===== config.mk =====
export PLATFORM = sky130hd
export DESIGN_NAME = win_occ_ctrl
export DESIGN_NICKNAME = d
export VERILOG_FILES = /design/src/rtl/wocc_pkg.sv /design/src/rtl/wocc_wr_decode.sv /design/src/rtl/wocc_evt.sv /design/src/rtl/win_occ_ctrl.sv
export SDC_FILE = /design/constraint.sdc
export NUM_CORES = 1
export LEC_CHECK = 0
export CORE_ASPECT_RATIO = 0.5
export CORE_MARGIN = 4
export CORE_UTILIZATION = 65
export CTS_BUF_LIST = sky130_fd_sc_hd__clkbuf_4 sky130_fd_sc_hd__clkbuf_8
export DETAILED_ROUTE_END_ITERATION = 6
export DONT_BUFFER_PORTS = 1
export GPL_ROUTABILITY_DRIVEN = 0
export PLACE_DENSITY = 0.81
export SETUP_SLACK_MARGIN = 0.4
export SLEW_MARGIN = 15
export SYNTH_ARGS = -nofsm -noshare
export SYNTH_HDL_FRONTEND = slang
export SYNTH_SLANG_ARGS = --single-unit
export TNS_END_PERCENT = 30

===== constraint.sdc =====
create_clock -name clk -period 3.8 [get_ports clk]
set_clock_uncertainty 0.05 [all_clocks]
set_input_delay 0.19 -clock clk [delete_from_list [all_inputs] [get_ports clk]]
set_output_delay 0.19 -clock clk [all_outputs]
set_load 0.02 [all_outputs]

===== src/rtl/wocc_pkg.sv =====
package wocc_pkg;
  localparam int NREG = 5;
  localparam logic [2:0] SEL_CWP        = 3'd0;
  localparam logic [2:0] SEL_CANSAVE    = 3'd1;
  localparam logic [2:0] SEL_CANRESTORE = 3'd2;
  localparam logic [2:0] SEL_OTHERWIN   = 3'd3;
  localparam logic [2:0] SEL_CLEANWIN   = 3'd4;
endpackage


===== src/rtl/wocc_wr_decode.sv =====
// Forms the write value and range checks it per target register.
module wocc_wr_decode
  import wocc_pkg::*;
#(
  parameter int NWIN = 8,
  parameter int CW   = 4,
  parameter int DW   = 16,
  parameter int IW   = 13
) (
  input  logic            wr_en,
  input  logic [2:0]      wr_sel,
  input  logic [DW-1:0]   wr_opa,
  input  logic [DW-1:0]   wr_opb,
  input  logic [IW-1:0]   wr_imm,
  input  logic            wr_imm_sel,
  output logic [NREG-1:0] ld,
  output logic [CW-1:0]   ld_val,
  output logic            wr_hit,
  output logic            wr_bad
);
  logic [DW-1:0]   src2;
  logic [DW-1:0]   val;
  logic [NREG-1:0] sel_hit;
  logic [NREG-1:0] legal;

  assign src2 = wr_imm_sel ? DW'(wr_imm) : wr_opb;
  assign val  = wr_opa ^ src2;

  // Range limit per register: clean count may reach NWIN, others NWIN-1.
  for (genvar g = 0; g < NREG; g++) begin : g_reg
    localparam int LIM = (g == int'(SEL_CLEANWIN)) ? NWIN : NWIN - 1;
    assign sel_hit[g] = wr_en && (wr_sel == 3'(g));
    assign legal[g]   = (val <= DW'(LIM));
    assign ld[g]      = sel_hit[g] && legal[g];
  end

  assign wr_hit = |sel_hit;
  assign wr_bad = |(sel_hit & ~legal);
  assign ld_val = val[CW-1:0];
endmodule


===== src/rtl/wocc_evt.sv =====
// Next counter values for a saved or restored window event.
module wocc_evt #(
  parameter int NWIN = 8,
  parameter int CW   = 4
) (
  input  logic          ev_saved,
  input  logic          ev_restored,
  input  logic          blk,
  input  logic [CW-1:0] cs,
  input  logic [CW-1:0] cr,
  input  logic [CW-1:0] ow,
  input  logic [CW-1:0] cw,
  output logic [CW-1:0] cs_d,
  output logic [CW-1:0] cr_d,
  output logic [CW-1:0] ow_d,
  output logic [CW-1:0] cw_d,
  output logic          upd,
  output logic          ev_err
);
  localparam logic [CW-1:0] TOP  = CW'(NWIN - 1);
  localparam logic [CW-1:0] FULL = CW'(NWIN);
  localparam logic [CW-1:0] ONE  = CW'(1);
  localparam logic [CW-1:0] ZERO = '0;

  always_comb begin
    cs_d   = cs;
    cr_d   = cr;
    ow_d   = ow;
    cw_d   = cw;
    upd    = 1'b0;
    ev_err = 1'b0;
    if (!blk && ev_saved) begin
      if (cs == TOP || (ow == ZERO && cr == ZERO)) begin
        ev_err = 1'b1;
      end else begin
        upd  = 1'b1;
        cs_d = cs + ONE;
        if (ow != ZERO) ow_d = ow - ONE;
        else            cr_d = cr - ONE;
      end
    end else if (!blk && ev_restored) begin
      if (cr == TOP || (ow == ZERO && cs == ZERO)) begin
        ev_err = 1'b1;
      end else begin
        upd  = 1'b1;
        cr_d = cr + ONE;
        if (ow != ZERO) ow_d = ow - ONE;
        else            cs_d = cs - ONE;
        if (cw != FULL) cw_d = cw + ONE;
      end
    end
  end
endmodule


===== src/rtl/win_occ_ctrl.sv =====
module win_occ_ctrl
  import wocc_pkg::*;
#(
  parameter int NWIN = 8,
  parameter int CW   = $clog2(NWIN + 1),
  parameter int DW   = 16,
  parameter int IW   = 13
) (
  input  logic          clk,
  input  logic          rst_n,
  input  logic          wr_en,
  input  logic [2:0]    wr_sel,
  input  logic [DW-1:0] wr_opa,
  input  logic [DW-1:0] wr_opb,
  input  logic [IW-1:0] wr_imm,
  input  logic          wr_imm_sel,
  input  logic          ev_saved,
  input  logic          ev_restored,
  input  logic          tr_en,
  input  logic [CW-1:0] tr_cwp,
  output logic [CW-1:0] cwp,
  output logic [CW-1:0] cansave,
  output logic [CW-1:0] canrestore,
  output logic [CW-1:0] otherwin,
  output logic [CW-1:0] cleanwin,
  output logic          err_range,
  output logic          err_event
);
  localparam logic [CW-1:0] TOP  = CW'(NWIN - 1);
  localparam logic [CW-1:0] FULL = CW'(NWIN);
  localparam logic [CW-1:0] ONE  = CW'(1);

  logic [CW-1:0]   cwp_q, cs_q, cr_q, ow_q, cw_q;
  logic [CW-1:0]   cwp_d, cs_d, cr_d, ow_d, cw_d;
  logic            en_cwp, en_cs, en_cr, en_ow, en_cw;
  logic            err_r_q, err_e_q, err_r_d;
  logic [NREG-1:0] ld;
  logic [CW-1:0]   ld_val;
  logic            wr_hit, wr_bad;
  logic [CW-1:0]   e_cs, e_cr, e_ow, e_cw;
  logic            upd, ev_err;
  logic            tr_ok, tr_bad;

  wocc_wr_decode #(.NWIN(NWIN), .CW(CW), .DW(DW), .IW(IW)) u_dec (
    .wr_en(wr_en), .wr_sel(wr_sel), .wr_opa(wr_opa), .wr_opb(wr_opb),
    .wr_imm(wr_imm), .wr_imm_sel(wr_imm_sel),
    .ld(ld), .ld_val(ld_val), .wr_hit(wr_hit), .wr_bad(wr_bad)
  );

  wocc_evt #(.NWIN(NWIN), .CW(CW)) u_evt (
    .ev_saved(ev_saved), .ev_restored(ev_restored), .blk(wr_hit),
    .cs(cs_q), .cr(cr_q), .ow(ow_q), .cw(cw_q),
    .cs_d(e_cs), .cr_d(e_cr), .ow_d(e_ow), .cw_d(e_cw),
    .upd(upd), .ev_err(ev_err)
  );

  // Trap return yields to any decoded write in the same cycle.
  assign tr_ok  = tr_en && !wr_hit && (tr_cwp <= TOP);
  assign tr_bad = tr_en && !wr_hit && (tr_cwp > TOP);

  // Next-state selection and clock enables.
  always_comb begin
    en_cwp  = ld[SEL_CWP] | tr_ok;
    en_cs   = ld[SEL_CANSAVE] | upd;
    en_cr   = ld[SEL_CANRESTORE] | upd;
    en_ow   = ld[SEL_OTHERWIN] | upd;
    en_cw   = ld[SEL_CLEANWIN] | upd;
    cwp_d   = ld[SEL_CWP]        ? ld_val : tr_cwp;
    cs_d    = ld[SEL_CANSAVE]    ? ld_val : e_cs;
    cr_d    = ld[SEL_CANRESTORE] ? ld_val : e_cr;
    ow_d    = ld[SEL_OTHERWIN]   ? ld_val : e_ow;
    cw_d    = ld[SEL_CLEANWIN]   ? ld_val : e_cw;
    err_r_d = wr_bad | tr_bad;
  end

  always_ff @(posedge clk or negedge rst_n) begin
    if (!rst_n) begin
      cwp_q   <= '0;
      cs_q    <= CW'(NWIN - 2);
      cr_q    <= '0;
      ow_q    <= '0;
      cw_q    <= FULL;
      err_r_q <= 1'b0;
      err_e_q <= 1'b0;
    end else begin
      if (en_cwp) cwp_q <= cwp_d;
      if (en_cs)  cs_q  <= cs_d;
      if (en_cr)  cr_q  <= cr_d;
      if (en_ow)  ow_q  <= ow_d;
      if (en_cw)  cw_q  <= cw_d;
      err_r_q <= err_r_d;
      err_e_q <= ev_err;
    end
  end

  assign cwp        = cwp_q;
  assign cansave    = cs_q;
  assign canrestore = cr_q;
  assign otherwin   = ow_q;
  assign cleanwin   = cw_q;
  assign err_range  = err_r_q;
  assign err_event  = err_e_q;

  // Legal ranges always hold.
  a_r3_counts_legal: assert property (@(posedge clk) disable iff (!rst_n)
    (cwp_q <= TOP) && (cs_q <= TOP) && (cr_q <= TOP) && (ow_q <= TOP));
  a_r5_clean_bound: assert property (@(posedge clk) disable iff (!rst_n)
    cw_q <= FULL);
  // Save event applied: save count steps up.
  a_r4_saved_step: assert property (@(posedge clk) disable iff (!rst_n)
    (ev_saved && !wr_hit && !ev_err) |=> (cs_q == $past(cs_q) + ONE));
  // Lone restore event applied: restore count steps up.
  a_r5_restored_step: assert property (@(posedge clk) disable iff (!rst_n)
    (ev_restored && !ev_saved && !wr_hit && !ev_err) |=> (cr_q == $past(cr_q) + ONE));
  // Rejected write touches nothing and flags.
  a_r3_reject_holds: assert property (@(posedge clk) disable iff (!rst_n)
    wr_bad |=> (err_range && $stable(cwp_q) && $stable(cs_q) && $stable(cr_q)
                && $stable(ow_q) && $stable(cw_q)));
  // Rejected event leaves the counters as they were.
  a_r6_err_holds: assert property (@(posedge clk) disable iff (!rst_n)
    (ev_err && !wr_hit) |=> (err_event && $stable(cs_q) && $stable(cr_q)
                             && $stable(ow_q) && $stable(cw_q)));
  // Legal trap return lands in the pointer.
  a_r9_trap_load: assert property (@(posedge clk) disable iff (!rst_n)
    (tr_en && !wr_hit && (tr_cwp <= TOP)) |=> (cwp_q == $past(tr_cwp)));
endmodule


==> impl_metrics.yaml, run 1 <==
final_layout:
  drive_above_1_share: 0.0657
  syn_to_final_growth_pct: 4.72
  antenna_cells: 0
  final_net_count: 282
worst_setup_path:
  cp-end-kind: "flip-flop"
  critical_path_arrival_ns: 2.52
  path_max_fanout: 4
  cpMaxStageDelayCell: "dfrtp_1"
  cpMostUsedCell: "o21ai_0"
  required_ns: 3.88
  crit_type: "flip-flop to flip-flop"
  crit_chain: "inv_1 -> ha_1 -> or3b_2 -> o21ai_0 -> o21ai_0 -> a31o_2 -> a21oi_1 -> o211ai_1"
  r2r_start: "otherwin[0]"
  critPathMaxStageDelay_ns: 0.47
  cp-startpoint: "otherwin[0]"
  start_kind: "flip-flop"
global_routing:
  overflow: 0
  grt_pass1_vias: 1635
  grt_pass1_wl_um: 7440
  grt_usage: 0.241
  antenna_found_initial: 0
  grt_max_degree: 23
clock_network:
  clock-root-buffer: "clkbuf_8"
  cts.clk_slew.worst_paths_ns: 0.08
  cts_num_sinks: 22
  clkLatencyLatePin_ns: 0.26
  cts_buffers: 3
  clock_path_buffers: 2
  cts_tree: "yes"
  htree_levels: 1
  cts_resized: 0
timing:
  whs_ns: 0.0180
  finalSetupViolations: 0
  fmax_mhz: 410
  slew-limit-headroom: 0.324
  final_hold_viol_count: 0
  tightest_slew_ns: 1.01
  rsz0062_at_grt: "no"
  setup_ws_ns: 1.36
  period_share: 0.641
  tns_ns: 0
  period_minus_slack_ns: 2.44
  slew_viol_final: 0
synthesis:
  ys.flop_type: "dfrtp_1"
  yosys-top-cells-area: "dfrtp_1 25%, mux2i_1 17%, xnor2_1 6.3%, ha_1 4.5%, dfstp_2 4.1%"
  syn_inst: 211
  ys_ff_latch: 22
  ys_seq_area_frac: 0.286
  synth_edf_count: 0
  syn-num-nets: 279
  yosysWarnings: 0
  yosysTopAreaCellShare: 0.246
  synth_cell_types: 45
  yosysTopAreaCell: "dfrtp_1"
  async_flop_share: 1.00
  syn_avg_cell_area_um2: 9.17
  syn_area_um2: 1940
worst_hold_path:
  worst_hold_path_type: "primary input to flip-flop"
  worstHoldStart: "tr_en"
floorplan:
  die_h_um: 46.6
  die_x_um: 85.2
  coreArea_um2: 2720
  std_cell_rows: 13
  start_util: 0.713
  ios: 81
  die-area_um2: 3970
detailed_routing:
  drc: 0
  via_per_inst: 6.44
  drt-initial-drc-count: 71
  antenna_left: 0
  drt-total-wl_um: 4500
  routedWlPerCell_um: 18.0
  vias: 1609
  drtPass1Iterations: 4
placement:
  io_buffers: 0
  hpwl_um: 3700
  pre_cts_ws_ns: 1.41
power_and_ir_drop:
  p_per_area_nw_per_um2: 623
  p_leak_nw: 0.865
  ir_drop_mv: 0.336
run:
  max-cap-violations: 0
outcome:
  status: "complete, no violations"
==> cells in the final DEF (no fill, tap or decap), drive strengths merged, types with 6 or more instances in the layout <==
master,count
nand2,14
a21oi,9
nor2,11
xnor2,14
mux2i,33
dfrtp,19
nand3,8
o21ai,6
ha,7
inv,15
nand2b,8
xor2,9
==> layer usage <==
metal  GRT usage  wire [um]
met5           0          0
met4      0.0536         37
met3      0.0589        393
met2       0.457       2200
met1       0.286       1880
==> synthesized netlist by cell type (3+ instances only) <==
cell	n
a21oi_1	9
nand2b_1	8
nor2_1	11
nand4_1	3
o2111ai_1	3
or3_1	3
dfstp_2	3
xnor2_1	14
or4_1	3
dfrtp_1	19
nand3_1	8
and2_1	3
inv_1	15
xor2_1	9
nor3_1	3
mux2i_1	33
nand2_1	14
nor3b_1	3
o21ai_0	6
nand4b_1	3
ha_1	7
==> final cells by class <==
type                       count  area [um^2]
fill                         203          689
timing repair buffer           2         20.0
clock buffer                   4         48.8
sequential                    22          554
multi-input combinational    170         1300
inverter                      15         56.3
tap                           37         46.3
==> timing repair <==
item	in CTS	in global routing
hold buffers	2	0
setup buffers	0	0
endpoints found under the hold margin	23	0
==> power breakdown <==
part | total (W) | internal (W) | switching [W]
sequential | 0.000598 | 0.000344 | 0.000254
combinational | 0.000506 | 0.000254 | 0.000252
clock | 0.000158 | 0.0000820 | 0.0000762
==> registers in the layout, summed over array words and instances, names as in the netlist <==
| register | count |
|---|---|
| canrestore | 4 |
| cansave | 4 |
| cleanwin | 4 |
| cwp | 4 |
| err_event | 1 |
| err_range | 1 |
| otherwin | 4 |
==> logic make-up (layout without fill, tap and decap cells) <==
group,count (synthesis),in the layout,share of synthesized area
AOI/OAI and AO/OA,32,32,0.114
buffers and inverters,19,21,0.0414
adders and majority gates,9,9,0.0659
and+or+nand+nor,73,73,0.218
muxes,33,33,0.171
xor gates and xnor gates,23,23,0.104
DFF,22,22,0.286
==> worst max-delay path, delay by kind of cell, from the launching register on <==
kind            cells  cell delay, ns
compound gates      5            0.99
buf+inv             1            0.13
fa+ha+maj           1            0.19
simple gates        1            0.47
flops               1            0.47
==> worst paths after layout <==
| kind | endpoint | depth (start not counted) | slack [ns] |
|---|---|---|---|
| hold / removal | err_range | 2 | 0.02 |
| max in group asynchronous | cwp[0] | 1 | 2.60 |
| setup reg to reg | otherwin[2] | 8 | 1.36 |
| setup / recovery | otherwin[2] | 8 | 1.36 |
| hold reg to reg | cwp[3] | 1 | 0.61 |
| min in group asynchronous | otherwin[1] | 1 | 0.49 |
==> through the flow <==
stage	util	instance area (um^2)	cells	total power, W
after detailed placement	0.721	1960	244	0.00110
after CTS	0.746	2030	250	0.00127
after global routing	0.746	2030	250	0.00136
final	0.746	2030	250	0.00126
after floorplan	-	1940	211	0.000982
after global placement	0.721	1960	244	0.00106
(Power assumes the default switching activity.)
==> run 2: changes to the inputs <==
==> constraint.sdc (replaced) <==
create_clock -name clk -period 2.4 [get_ports clk]
set_clock_uncertainty 0.05 [all_clocks]
set_input_delay 0.12 -clock clk [delete_from_list [all_inputs] [get_ports clk]]
set_output_delay 0.12 -clock clk [all_outputs]
set_load 0.02 [all_outputs]
==> impl_metrics.yaml, run 2 (synthesis results as in run 1) <==
floorplan:
  die-area_um2: 3970
  die_x_um: 85.2
  start_util: 0.713
  ios: 81
  coreArea_um2: 2720
  std_cell_rows: 13
  die_h_um: 46.6
clock_network:
  cts_buffers: 3
  clkLatencyLatePin_ns: 0.27
  cts_tree: "yes"
  htree_levels: 1
  cts_num_sinks: 22
  clock_path_buffers: 2
  cts.clk_slew.worst_paths_ns: 0.09
  clock-root-buffer: "clkbuf_8"
run:
  max-cap-violations: 0
timing:
  slew_viol_final: 0
  final_hold_viol_count: 0
  finalSetupViolations: 0
  period_minus_slack_ns: 2.14
  rsz0062_at_grt: "yes"
  fmax_mhz: 468
  whs_ns: 0.00291
  slew-limit-headroom: 0.438
  tns_ns: 0
  period_share: 0.891
  tightest_slew_ns: 0.841
worst_setup_path:
  crit_type: "flip-flop to flip-flop"
  start_kind: "flip-flop"
  cp-end-kind: "flip-flop"
  required_ns: 2.50
  critical_path_arrival_ns: 2.24
  path_max_fanout: 5
final_layout:
  final_util: 0.857
  final_net_count: 301
  antenna_cells: 0
  syn_to_final_growth_pct: 20.3
  final_common_cell: "mux2i_1"
  most-common-layout-cells: "33 x mux2i_1, 15 x dfrtp_1, 14 x buf_4, 13 x inv_1, 12 x xnor2_1"
  fillers: 145
  multi_input_area_um2: 1420
  seq_area_um2: 559
  drive_above_1_share: 0.233
global_routing:
  grt_pass1_vias: 1898
  grt_usage: 0.295
  grt_max_degree: 23
  grt_pass1_wl_um: 8900
  antenna_found_initial: 0
  overflow: 0
worst_hold_path:
  worst_hold_path_type: "primary input to flip-flop"
detailed_routing:
  via_per_inst: 6.61
  drt-total-wl_um: 5840
  vias: 1778
  antenna_left: 0
  drt-initial-drc-count: 105
  drc: 0
  routedWlPerCell_um: 21.7
  drtPass1Iterations: 4
power_and_ir_drop:
  p_leak_nw: 0.994
  ir_drop_mv: 0.750
  total_power_w: 0.00250
  p_per_area_nw_per_um2: 1070
placement:
  hpwl_um: 3940
  io_buffers: 0
outcome:
  status: "complete, no violations"
[run 2: routing by layer]
layer / vias to the layer above / wire (um) / track usage
li1: 804 / - / -
met1: 840 / 2220 / 0.325
met2: 123 / 2880 / 0.562
met3: 11 / 646 / 0.0893
met4: 0 / 87 / 0.101
met5: - / 0 / 0
[run 2: worst paths after layout]
kind / cells past startpoint / start / end / slack (ns)
worst max-delay path: 9 / otherwin[1] / cansave[3] / 0.26
worst min-delay path: 2 / tr_cwp[0] / cwp[0] / 0.003
worst max register to register: 9 / otherwin[1] / cansave[3] / 0.26
worst min register to register: 1 / otherwin[1] / otherwin[1] / 0.63
max in group asynchronous: 2 / rst_n / otherwin[0] / 1.59
min in group asynchronous: 2 / rst_n / canrestore[2] / 0.32
[run 2: report_power, final]
part	total, W	leakage (nW)	switching, W	internal (W)
logic	0.00125	0.703	0.000680	0.000572
clock network	0.000356	0.0357	0.000133	0.000223
registers	0.000893	0.256	0.000341	0.000553
total	0.00250	0.994	0.00115	0.00135
[run 2: repair_timing]
| action | in CTS | in global routing |
|---|---|---|
| hold endpoints to repair | 24 | 19 |
| gates cloned | 0 | 0 |
| setup buffers | 3 | 0 |
| gates resized for setup | 13 | 10 |
| hold buffers | 5 | 1 |
| pin swaps | 6 | 5 |
| endpoints found under the setup margin | 13 | 15 |
[run 2: through the flow]
| stage | area, um^2 | cells | setup slack [ns] |
|---|---|---|---|
| floorplan | 1960 | 211 | 0.354 |
| global placement | 2070 | 256 | 0.296 |
| detailed placement | 2070 | 256 | 0.248 |
| CTS | 2280 | 268 | 0.269 |
| global route | 2330 | 269 | 0.200 |
| finish | 2330 | 269 | 0.262 |
[run 2: layout make-up]
type | count | area share
Clock buffer | 3 | 0.0177
Clock inverter | 1 | 0.0129
Inverter | 15 | 0.0242
Multi-Input combinational cell | 170 | 0.612
Sequential cell | 22 | 0.240
Tap cell | 37 | 0.0199
Timing Repair Buffer | 21 | 0.0736
[run 2: critical path: stages (launching register included)]
cell and delay [ns]:
dfrtp_2 0.49, inv_2 0.09, ha_4 0.12, buf_4 0.10, nor3b_2 0.31, nand2_1 0.11, o22ai_1 0.25, nand3_1 0.18
xnor2_2 0.17, and2_1 0.17
